<file path="config.mk">
export PLATFORM = sky130hd
export DESIGN_NAME = host_slave_mailbox
export DESIGN_NICKNAME = d
export VERILOG_FILES = /design/src/rtl/mbx_pkg.sv /design/src/rtl/mbx_host_dec.sv /design/src/rtl/mbx_buf.sv /design/src/rtl/mbx_flag.sv /design/src/rtl/host_slave_mailbox.sv
export SDC_FILE = /design/constraint.sdc
export NUM_CORES = 1
export LEC_CHECK = 0
export BUFFER_PORTS_ARGS = -buffer_cell sky130_fd_sc_hd__buf_4
export CAP_MARGIN = 10
export CORE_UTILIZATION = 50
export CTS_BUF_LIST = sky130_fd_sc_hd__clkbuf_2 sky130_fd_sc_hd__clkbuf_4 sky130_fd_sc_hd__clkbuf_8
export CTS_CLUSTER_SIZE = 30
export DETAILED_ROUTE_END_ITERATION = 10
export PLACE_DENSITY_LB_ADDON = 0.3
export SETUP_SLACK_MARGIN = 0.02
export SLEW_MARGIN = 30
export SYNTH_ARGS = -nofsm -noshare
export SYNTH_HDL_FRONTEND = slang
export SYNTH_SLANG_ARGS = --single-unit
</file>
<file path="constraint.sdc">
create_clock -name clk -period 1.2 [get_ports clk]
set_clock_uncertainty 0.05 [all_clocks]
set_input_delay 0.06 -clock clk [delete_from_list [all_inputs] [get_ports clk]]
set_output_delay 0.06 -clock clk [all_outputs]
set_load 0.01 [all_outputs]
</file>
<file path="src/rtl/mbx_pkg.sv">
package mbx_pkg;
  typedef enum logic [1:0] {
    FOP_HOLD   = 2'd0,
    FOP_CLEAR  = 2'd1,
    FOP_TOGGLE = 2'd2,
    FOP_SET    = 2'd3
  } flag_op_e;

  localparam int ST_OBF = 0;
  localparam int ST_IBF = 1;
  localparam int ST_F0  = 2;
  localparam int ST_F1  = 3;
  localparam int ST_NUM = 4;
endpackage

</file>
<file path="src/rtl/mbx_host_dec.sv">
module mbx_host_dec (
  input  logic cs_n,
  input  logic rd_n,
  input  logic wr_n,
  input  logic a0,
  output logic h_wr,
  output logic h_rd_data,
  output logic h_rd_stat
);
  logic sel;
  logic rd_any;

  always_comb begin
    sel       = ~cs_n;
    h_wr      = sel & ~wr_n;
    rd_any    = sel & ~rd_n & wr_n;
    h_rd_data = rd_any & ~a0;
    h_rd_stat = rd_any & a0;
  end
endmodule

</file>
<file path="src/rtl/mbx_buf.sv">
module mbx_buf #(
  parameter int DW = 8
) (
  input  logic          clk,
  input  logic          rst_n,
  input  logic          put,
  input  logic [DW-1:0] put_data,
  input  logic          take,
  output logic [DW-1:0] data,
  output logic          full
);
  logic [DW-1:0] data_nxt;
  logic          full_nxt;
  logic          data_en;

  always_comb begin
    data_en  = put;
    data_nxt = put_data;
    if (put)       full_nxt = 1'b1;
    else if (take) full_nxt = 1'b0;
    else           full_nxt = full;
  end

  always_ff @(posedge clk or negedge rst_n) begin
    if (!rst_n) begin
      data <= '0;
      full <= 1'b0;
    end else begin
      full <= full_nxt;
      if (data_en) data <= data_nxt;
    end
  end
endmodule

</file>
<file path="src/rtl/mbx_flag.sv">
module mbx_flag
  import mbx_pkg::*;
(
  input  logic     clk,
  input  logic     rst_n,
  input  logic     ld,
  input  logic     ld_val,
  input  flag_op_e op,
  output logic     q
);
  logic q_nxt;

  always_comb begin
    if (ld) q_nxt = ld_val;
    else begin
      unique case (op)
        FOP_CLEAR:  q_nxt = 1'b0;
        FOP_TOGGLE: q_nxt = ~q;
        FOP_SET:    q_nxt = 1'b1;
        default:    q_nxt = q;
      endcase
    end
  end

  always_ff @(posedge clk or negedge rst_n) begin
    if (!rst_n) q <= 1'b0;
    else        q <= q_nxt;
  end
endmodule

</file>
<file path="src/rtl/host_slave_mailbox.sv">
module host_slave_mailbox
  import mbx_pkg::*;
#(
  parameter int DW = 8
) (
  input  logic              clk,
  input  logic              rst_n,
  input  logic              cs_n,
  input  logic              rd_n,
  input  logic              wr_n,
  input  logic              a0,
  input  logic [DW-1:0]     h_wdata,
  output logic [DW-1:0]     h_rdata,
  input  logic              s_in_take,
  output logic [DW-1:0]     s_in_data,
  input  logic              s_out_put,
  input  logic [DW-1:0]     s_out_data,
  input  logic [1:0]        s_f0_op,
  input  logic [1:0]        s_f1_op,
  output logic [ST_NUM-1:0] s_status
);
  localparam int PAD = DW - ST_NUM;

  logic          rst_q1, rst_q2;
  logic          h_wr, h_rd_data, h_rd_stat;
  logic          ibf, obf, f0, f1;
  logic [DW-1:0] obuf;

  // reset: asserted asynchronously, released on the clock
  always_ff @(posedge clk or negedge rst_n) begin
    if (!rst_n) begin
      rst_q1 <= 1'b0;
      rst_q2 <= 1'b0;
    end else begin
      rst_q1 <= 1'b1;
      rst_q2 <= rst_q1;
    end
  end

  mbx_host_dec u_dec (
    .cs_n      (cs_n),
    .rd_n      (rd_n),
    .wr_n      (wr_n),
    .a0        (a0),
    .h_wr      (h_wr),
    .h_rd_data (h_rd_data),
    .h_rd_stat (h_rd_stat)
  );

  mbx_buf #(.DW(DW)) u_ibuf (
    .clk      (clk),
    .rst_n    (rst_q2),
    .put      (h_wr),
    .put_data (h_wdata),
    .take     (s_in_take),
    .data     (s_in_data),
    .full     (ibf)
  );

  mbx_buf #(.DW(DW)) u_obuf (
    .clk      (clk),
    .rst_n    (rst_q2),
    .put      (s_out_put),
    .put_data (s_out_data),
    .take     (h_rd_data),
    .data     (obuf),
    .full     (obf)
  );

  mbx_flag u_f0 (
    .clk    (clk),
    .rst_n  (rst_q2),
    .ld     (1'b0),
    .ld_val (1'b0),
    .op     (flag_op_e'(s_f0_op)),
    .q      (f0)
  );

  mbx_flag u_f1 (
    .clk    (clk),
    .rst_n  (rst_q2),
    .ld     (h_wr),
    .ld_val (a0),
    .op     (flag_op_e'(s_f1_op)),
    .q      (f1)
  );

  always_comb begin
    s_status         = '0;
    s_status[ST_OBF] = obf;
    s_status[ST_IBF] = ibf;
    s_status[ST_F0]  = f0;
    s_status[ST_F1]  = f1;
    if (h_rd_stat) h_rdata = {{PAD{1'b0}}, s_status};
    else           h_rdata = obuf;
  end
endmodule

</file>
==> results_dict.tcl, run 1 <==
set metrics [dict create \
    async_flop_share_pct 100 \
    syn_nets 94 \
    syn_avg_cell_area_um2 14.6 \
    placed_cell_area_um2 1320 \
    start_util_pct 54.6 \
    clock-sinks 22 \
    yosysTopAreaCell "dfrtp_1" \
    ys.warnings.count 0 \
    yosysMostFrequentCell "dfrtp_1" \
    status "aborted with a tool error" \
    post_cts_resized 4 \
    netlist_area_um2 963 \
    yosys.area.top_type_share_pct 57.1 \
    io_pins 48 \
    numCtsBuffers 3 \
    synth_ff_type "dfrtp_1" \
    postCtsHoldBufs 26 \
    cts_root_buf "clkbuf_4" \
    gp_congestion 0.623 \
    error_line "[ERROR DPL-0033] detailed placement checks failed during check placement." \
    ys_types 19 \
    htree_num_levels 1 \
    postSynthCellCount 66 \
    dieHeight_um 45.9 \
    failing_step "4_1_cts" \
    postCtsSetupBuffers 5 \
    synth_edf_count 0 \
    synth_area_leaders "dfrtp_1, mux2_2, mux2_4, and2b_2, buf_4" \
    ys_seq_area_share_pct 57.1 \
    synthTopCellsByCount "dfrtp_1, mux2_2, and2b_2, buf_4, mux2_4" \
    placementRows 15 \
    die_w_um 45.9 \
    cts_buffer_depth 2 \
    port_buffers 47 \
    synth-seq-cells 22 \
    dp_cells 134 \
]
-- logic make-up after synthesis --
family / count (synthesis) / share of synthesized area [%]
other: 1 / 0.389
buffers and inverters: 7 / 5.19
multiplexers: 20 / 24.9
flip-flops: 22 / 57.1
AND/OR/NAND/NOR: 11 / 8.57
AO/OA/AOI/OAI: 3 / 1.95
XOR/XNOR: 2 / 1.82
-- stage by stage --
step	hold slack, ps	utilization, %	worst slack [ps]
after floorplan	-286	-	312
after detailed placement	-207	74.6	65.4
after global placement	-207	74.6	106
==> run 2: changes to the inputs <==
Settings changed: CORE_AREA set to 2 2 63 65, CORE_UTILIZATION 50 to unset, CTS_BUF_LIST sky130_fd_sc_hd__clkbuf_2 sky130_fd_sc_hd__clkbuf_4 sky130_fd_sc_hd__clkbuf_8 to unset, CTS_CLUSTER_SIZE 30 to unset, DIE_AREA set to 0 0 65 67, PLACE_DENSITY_LB_ADDON 0.3 to 0.15, SETUP_SLACK_MARGIN 0.02 to unset.
==> run 2 against run 1 <==
  * The run now ends clean
  * Synthesized area stayed put
  * Synthesized cell count stayed put
==> results_dict.tcl, run 2 <==
set metrics [dict create \
    synth_edf_count 0 \
    postSynthCellCount 66 \
    ys_seq_area_share_pct 57.1 \
    io_pins 48 \
    cts_tree "done" \
    antenna_cells 0 \
    cts_root_buf "clkbuf_8" \
    yosys.area_share.simple_pct 8.57 \
    vias 745 \
    multi_input_area_um2 363 \
    wl_per_cell_um 11.7 \
    period_minus_slack_ps 1170 \
    synthTopCellsByCount "dfrtp_1, mux2_2, and2b_2, buf_4, mux2_4" \
    worstSkewPairLatency_ps 250 \
    leakagePower_nw 0.763 \
    crit_path_start_kind "register" \
    htree_num_levels 1 \
    gp_congestion 0.582 \
    reg.largest.list "u_ibuf.data (8), u_obuf.data (8)" \
    synth_area_leaders "dfrtp_1, mux2_2, mux2_4, and2b_2, buf_4" \
    fin_ws_ps 29.8 \
    synth_top_family_by_area "multiplexers" \
    placementRows 22 \
    rsz0062_at_grt "false" \
    die_w_um 65 \
    antenna_found_initial 0 \
    cts_buffer_depth 2 \
    cap_violations 0 \
    finalHoldViolCount 0 \
    n_fill_cell 351 \
    path_clk_slew_ps 70 \
    synth_xor_area_share_pct 1.82 \
    port_buffers 47 \
    overflow 0 \
    powerDensity_nw_per_um2 1090 \
    dpl.hpwl_um 1510 \
    final_common_cell "buf_4" \
    ys.warnings.count 0 \
    route.detailed.drc 0 \
    path_max_fanout 3 \
    yosysMostFrequentCell "dfrtp_1" \
    drtAntennaViolNets 0 \
    yosysTopAreaCell "dfrtp_1" \
    synth.area.mux_share_pct 24.9 \
    slew_violations 0 \
    layout-drive-gt1-share_pct 60.1 \
    area_delta_synth_final_pct 71.2 \
    synth_ff_type "dfrtp_1" \
    dieHeight_um 67 \
    worstSetupPathType "reg -> out" \
    firstDrtPassIters 2 \
    register_area_um2 551 \
    synth_compound_area_share_pct 1.95 \
    wl_um 2170 \
    vias_per_cell 4.01 \
    track_usage_pct 10.2 \
    status "finished clean" \
    ys_types 19 \
    layout.nets 168 \
    clock-sinks 22 \
    grt_pass1_vias 785 \
    syn_nets 94 \
    syn_avg_cell_area_um2 14.6 \
    synthAdderAreaFrac_pct 0 \
    stdcell_count 186 \
    grt_pass1_wl_um 3410 \
    arrival_ps 1060 \
    dp_cells 157 \
    min_path_type "in -> reg" \
    reg2regPathDepth 3 \
    coreArea_um2 3610 \
    setup-tns-final_ps 0 \
    pre_cts_slack_ps 70.5 \
    yosys.area.top_type_share_pct 57.1 \
    min_period_over_period_pct 97.5 \
    die_area_um2 4360 \
    grt_max_degree 21 \
    final_cell_mix "buf_4, dlygate4sd3_1, dfrtp_1" \
    netlist_area_um2 963 \
    post_cts_resized 0 \
    async_flop_share_pct 100 \
    drt_iter0_markers 9 \
    numCtsBuffers 3 \
    setup_viol 0 \
    max_freq_ghz 0.855 \
    ir_drop_uv 646 \
    holdPathStages 3 \
    cp.required_ps 1090 \
    end_kind "output pin" \
    start_util_pct 26.7 \
    synth-seq-cells 22 \
]
[run 2: worst max-delay path, cell delays in order, from the launching register on]
cell	delay (ps)
dfrtp_1	400
mux2_4	260
buf_4	140
[run 2: final cells by class]
cell class              count  area share [%]
inverters                   1           0.228
flip-flops and latches     22            33.4
well taps                  48            3.64
clock buffers               3            2.50
multi-input cells          37            22.0
repair buffers             75            38.2
[run 2: stage by stage]
stage / power (W) / utilization, % / cell area (um^2) / hold WS (ps)
4_1_cts: 0.00182 / 44.9 / 1620 / 36.8
2_1_floorplan: 0.00109 / - / 963 / -286
6_report: 0.00180 / 45.7 / 1650 / 36.1
3_5_place_dp: 0.00131 / 37.6 / 1360 / -205
5_1_grt: 0.00189 / 45.7 / 1650 / 47.3
3_3_place_gp: 0.00130 / 37.6 / 1360 / -207
[run 2: worst paths after layout]
path / end / start / slack (ps)
hold / removal: u_f0.q$_DFFE_PN0P_ / s_f0_op[0] / 40
setup / recovery: h_rdata[3] / u_f1.q$_DFFE_PN0P_ / 30
max in group asynchronous: u_obuf.data[0]$_DFFE_PN0P_ / rst_q2$_DFF_PN0_ / 730
min in group asynchronous: rst_q1$_DFF_PN0_ / rst_n / 80
setup reg to reg: u_f1.q$_DFFE_PN0P_ / u_f1.q$_DFFE_PN0P_ / 280
hold reg to reg: u_ibuf.data[5]$_DFFE_PN0P_ / rst_q2$_DFF_PN0_ / 170
[run 2: cell families (layout without fill, tap and decap cells)]
group           after synthesis  in the layout
flops                        22             22
mux                          20             20
simple gates                 11             11
buf+inv                       7             79
compound gates                3              3
xor+xnor                      2              2
other cells                   1              1
[run 2: per-layer routing]
| metal | wire length, um | vias to the layer above | track usage [%] |
|---|---|---|---|
| li1 | - | 363 | - |
| met1 | 896 | 350 | 11.0 |
| met2 | 1120 | 32 | 19.6 |
| met3 | 152 | 0 | 3.89 |
| met4 | 0 | 0 | 0.798 |
| met5 | 0 | - | 0 |
[run 2: repair_timing]
action                                 4_1_cts  5_1_grt
hold buffers                                22        0
endpoints found under the hold margin       21        0
setup buffers                                0        4
setup endpoints to repair                    0        3
[run 2: where the power goes]
part	switching (W)	internal [W]
logic	0.000165	0.000325
registers	0.0000448	0.000826
clock network	0.000214	0.000223
Power figures use the tool's default switching activity.
==> run 3: changes to the inputs <==
Settings changed: CORE_AREA 2 2 63 65 to 8 8 69 71, DIE_AREA 0 0 65 67 to 0 0 77 79.
==> run 3 against run 2 <==
  * Register-to-register slack worse by 110 ps
  * Critical path depth unchanged
  * Via count down 2.3%
  * Clock-buffer cell count is 1 higher
  * Global-route usage is 2.6 points lower
  * Utilization fell by 1.4 points
  * Power up 4.9%
  * Maximum frequency up 0.51%
  * Combinational power up 3%
  * Final cell count increased by 2.7%
  * Hold slack got worse by 2.9 ps
  * Largest cell class unchanged
==> results_dict.tcl, run 3 (synthesis gave the netlist of run 2 again) <==
set metrics [dict create \
    cts_buffer_depth 2 \
    stdcell_count 191 \
    dieHeight_um 79 \
    dp_cells 160 \
    crit_path_start_kind "register" \
    port_buffers 47 \
    overflow 0 \
    path_max_fanout 3 \
    fin_area_um2 1680 \
    rsz0062_at_grt "false" \
    path_clk_slew_ps 80 \
    die_w_um 77 \
    firstDrtPassIters 4 \
    path_delay_family "flip-flops" \
    antenna_found_initial 0 \
    grt_max_degree 13 \
    arrival_ps 1050 \
    powerDensity_nw_per_um2 1120 \
    clock_power_share_pct 27.2 \
    min_path_type "in -> reg" \
    vias_per_cell 3.81 \
    io_pins 48 \
    drt_iter0_markers 21 \
    track_usage_pct 7.64 \
    numCtsBuffers 3 \
    final_common_cell "buf_4" \
    cts_tree "done" \
    finalPower_w 0.00189 \
    status "finished clean" \
    min_period_over_period_pct 97.0 \
    end_kind "output pin" \
    register_area_um2 551 \
    max_freq_ghz 0.859 \
    coreArea_um2 3800 \
    grt_pass1_wl_um 3870 \
    layout.nets 170 \
    ir_drop_uv 497 \
    slew_violations 0 \
    finalHoldViolCount 0 \
    n_fill_cell 377 \
    worstSetupPathType "reg -> out" \
    start_util_pct 25.4 \
    setup_viol 0 \
    cts_root_buf "clkbuf_8" \
    leakagePower_nw 0.781 \
    placed_cell_area_um2 1370 \
    reg.largest.list "u_ibuf.data (8), u_obuf.data (8)" \
    htree_num_levels 1 \
    cap_violations 0 \
    drtAntennaViolNets 0 \
    wl_per_cell_um 12.2 \
    cp.required_ps 1090 \
    placementRows 23 \
    vias 728 \
    worstSkewPairLatency_ps 250 \
    grt_pass1_vias 812 \
    fin_util_pct 44.3 \
    cpPeakStageDelay_ps 400 \
    wl_um 2330 \
    gp_congestion 0.644 \
    layout-drive-gt1-share_pct 61.0 \
    die_area_um2 6080 \
    power.switching_w 0.000434 \
    clock-sinks 22 \
    final_cell_mix "buf_4, dlygate4sd3_1, dfrtp_1" \
    area_delta_synth_final_pct 74.8 \
    crit_path_cell_trace "mux2_4, buf_4" \
    setup-tns-final_ps 0 \
    period_minus_slack_ps 1160 \
    antenna_cells 0 \
    power_frac_comb_pct 26.8 \
    intPower_w 0.00145 \
    dpl.hpwl_um 1820 \
    p_sw_share_pct 23.0 \
    slowest_stage "dfrtp_1" \
    cp_num_buf_inv 1 \
    seqPwrFrac_pct 46.0 \
    multi_input_area_um2 363 \
    route.detailed.drc 0 \
]
## run 3: changes by cell type in the layout (fill, tap and decap cells not counted)
cell,change
clkbuf_8,+1
buf_4,+1
buf_6,+1
## run 3: worst reg2reg max path, cell delays in order (launching register included)
cell and delay, ps:
dfrtp_1 400, buf_4 140, nor2b_1 130, xnor2_1 110, o21ai_0 130
## run 3: power by group through the flow
| stage | registers, W | logic (W) | clock network, W |
|---|---|---|---|
| finish | 0.000868 | 0.000506 | 0.000512 |
| global route | 0.000879 | 0.000550 | 0.000573 |
| CTS | 0.000873 | 0.000492 | 0.000548 |
| detailed placement | 0.000887 | 0.000435 | 0 |
| global placement | 0.000883 | 0.000428 | 0 |
| floorplan | 0.000904 | 0.000187 | 0 |
## run 3: per-stage QoR
step	setup WS, ps	hold slack [ps]
floorplan	312	-286
global placement	92.7	-206
detailed placement	76.9	-204
CTS	1.65	26.6
global route	5.69	38.7
finish	35.7	33.3
## run 3: area by class of cell
type                       count  area share, %
sequential                    22           32.7
inverter                       1          0.223
tap                           50           3.71
multi-input combinational     37           21.5
clock buffer                   4           3.27
timing repair buffer          77           38.6
## run 3: repair_timing
action / 4_1_cts / 5_1_grt
gates resized for setup: 0 / 1
endpoints found under the hold margin: 21 / 0
setup buffers: 0 / 5
hold buffers: 22 / 0
setup endpoints to repair: 0 / 3
## run 3: worst paths after layout
path,from,depth (start not counted),slack (ps),to
setup / recovery,u_obuf.full$_DFFE_PN0P_,2,40,h_rdata[0]
hold / removal,s_out_put,2,30,u_obuf.full$_DFFE_PN0P_
setup reg to reg,u_f1.q$_DFFE_PN0P_,4,170,u_f1.q$_DFFE_PN0P_
hold reg to reg,rst_q2$_DFF_PN0_,1,120,u_ibuf.data[5]$_DFFE_PN0P_
max in group asynchronous,rst_q2$_DFF_PN0_,1,800,u_obuf.data[7]$_DFFE_PN0P_
min in group asynchronous,rst_n,2,70,rst_q1$_DFF_PN0_
## run 3: layer usage
metal	global-route usage [%]	up-vias	wire, um
met5	0	-	0
met1	8.12	329	991
li1	-	367	-
met4	1.70	0	0
met2	12.7	32	1050
met3	4.74	0	291
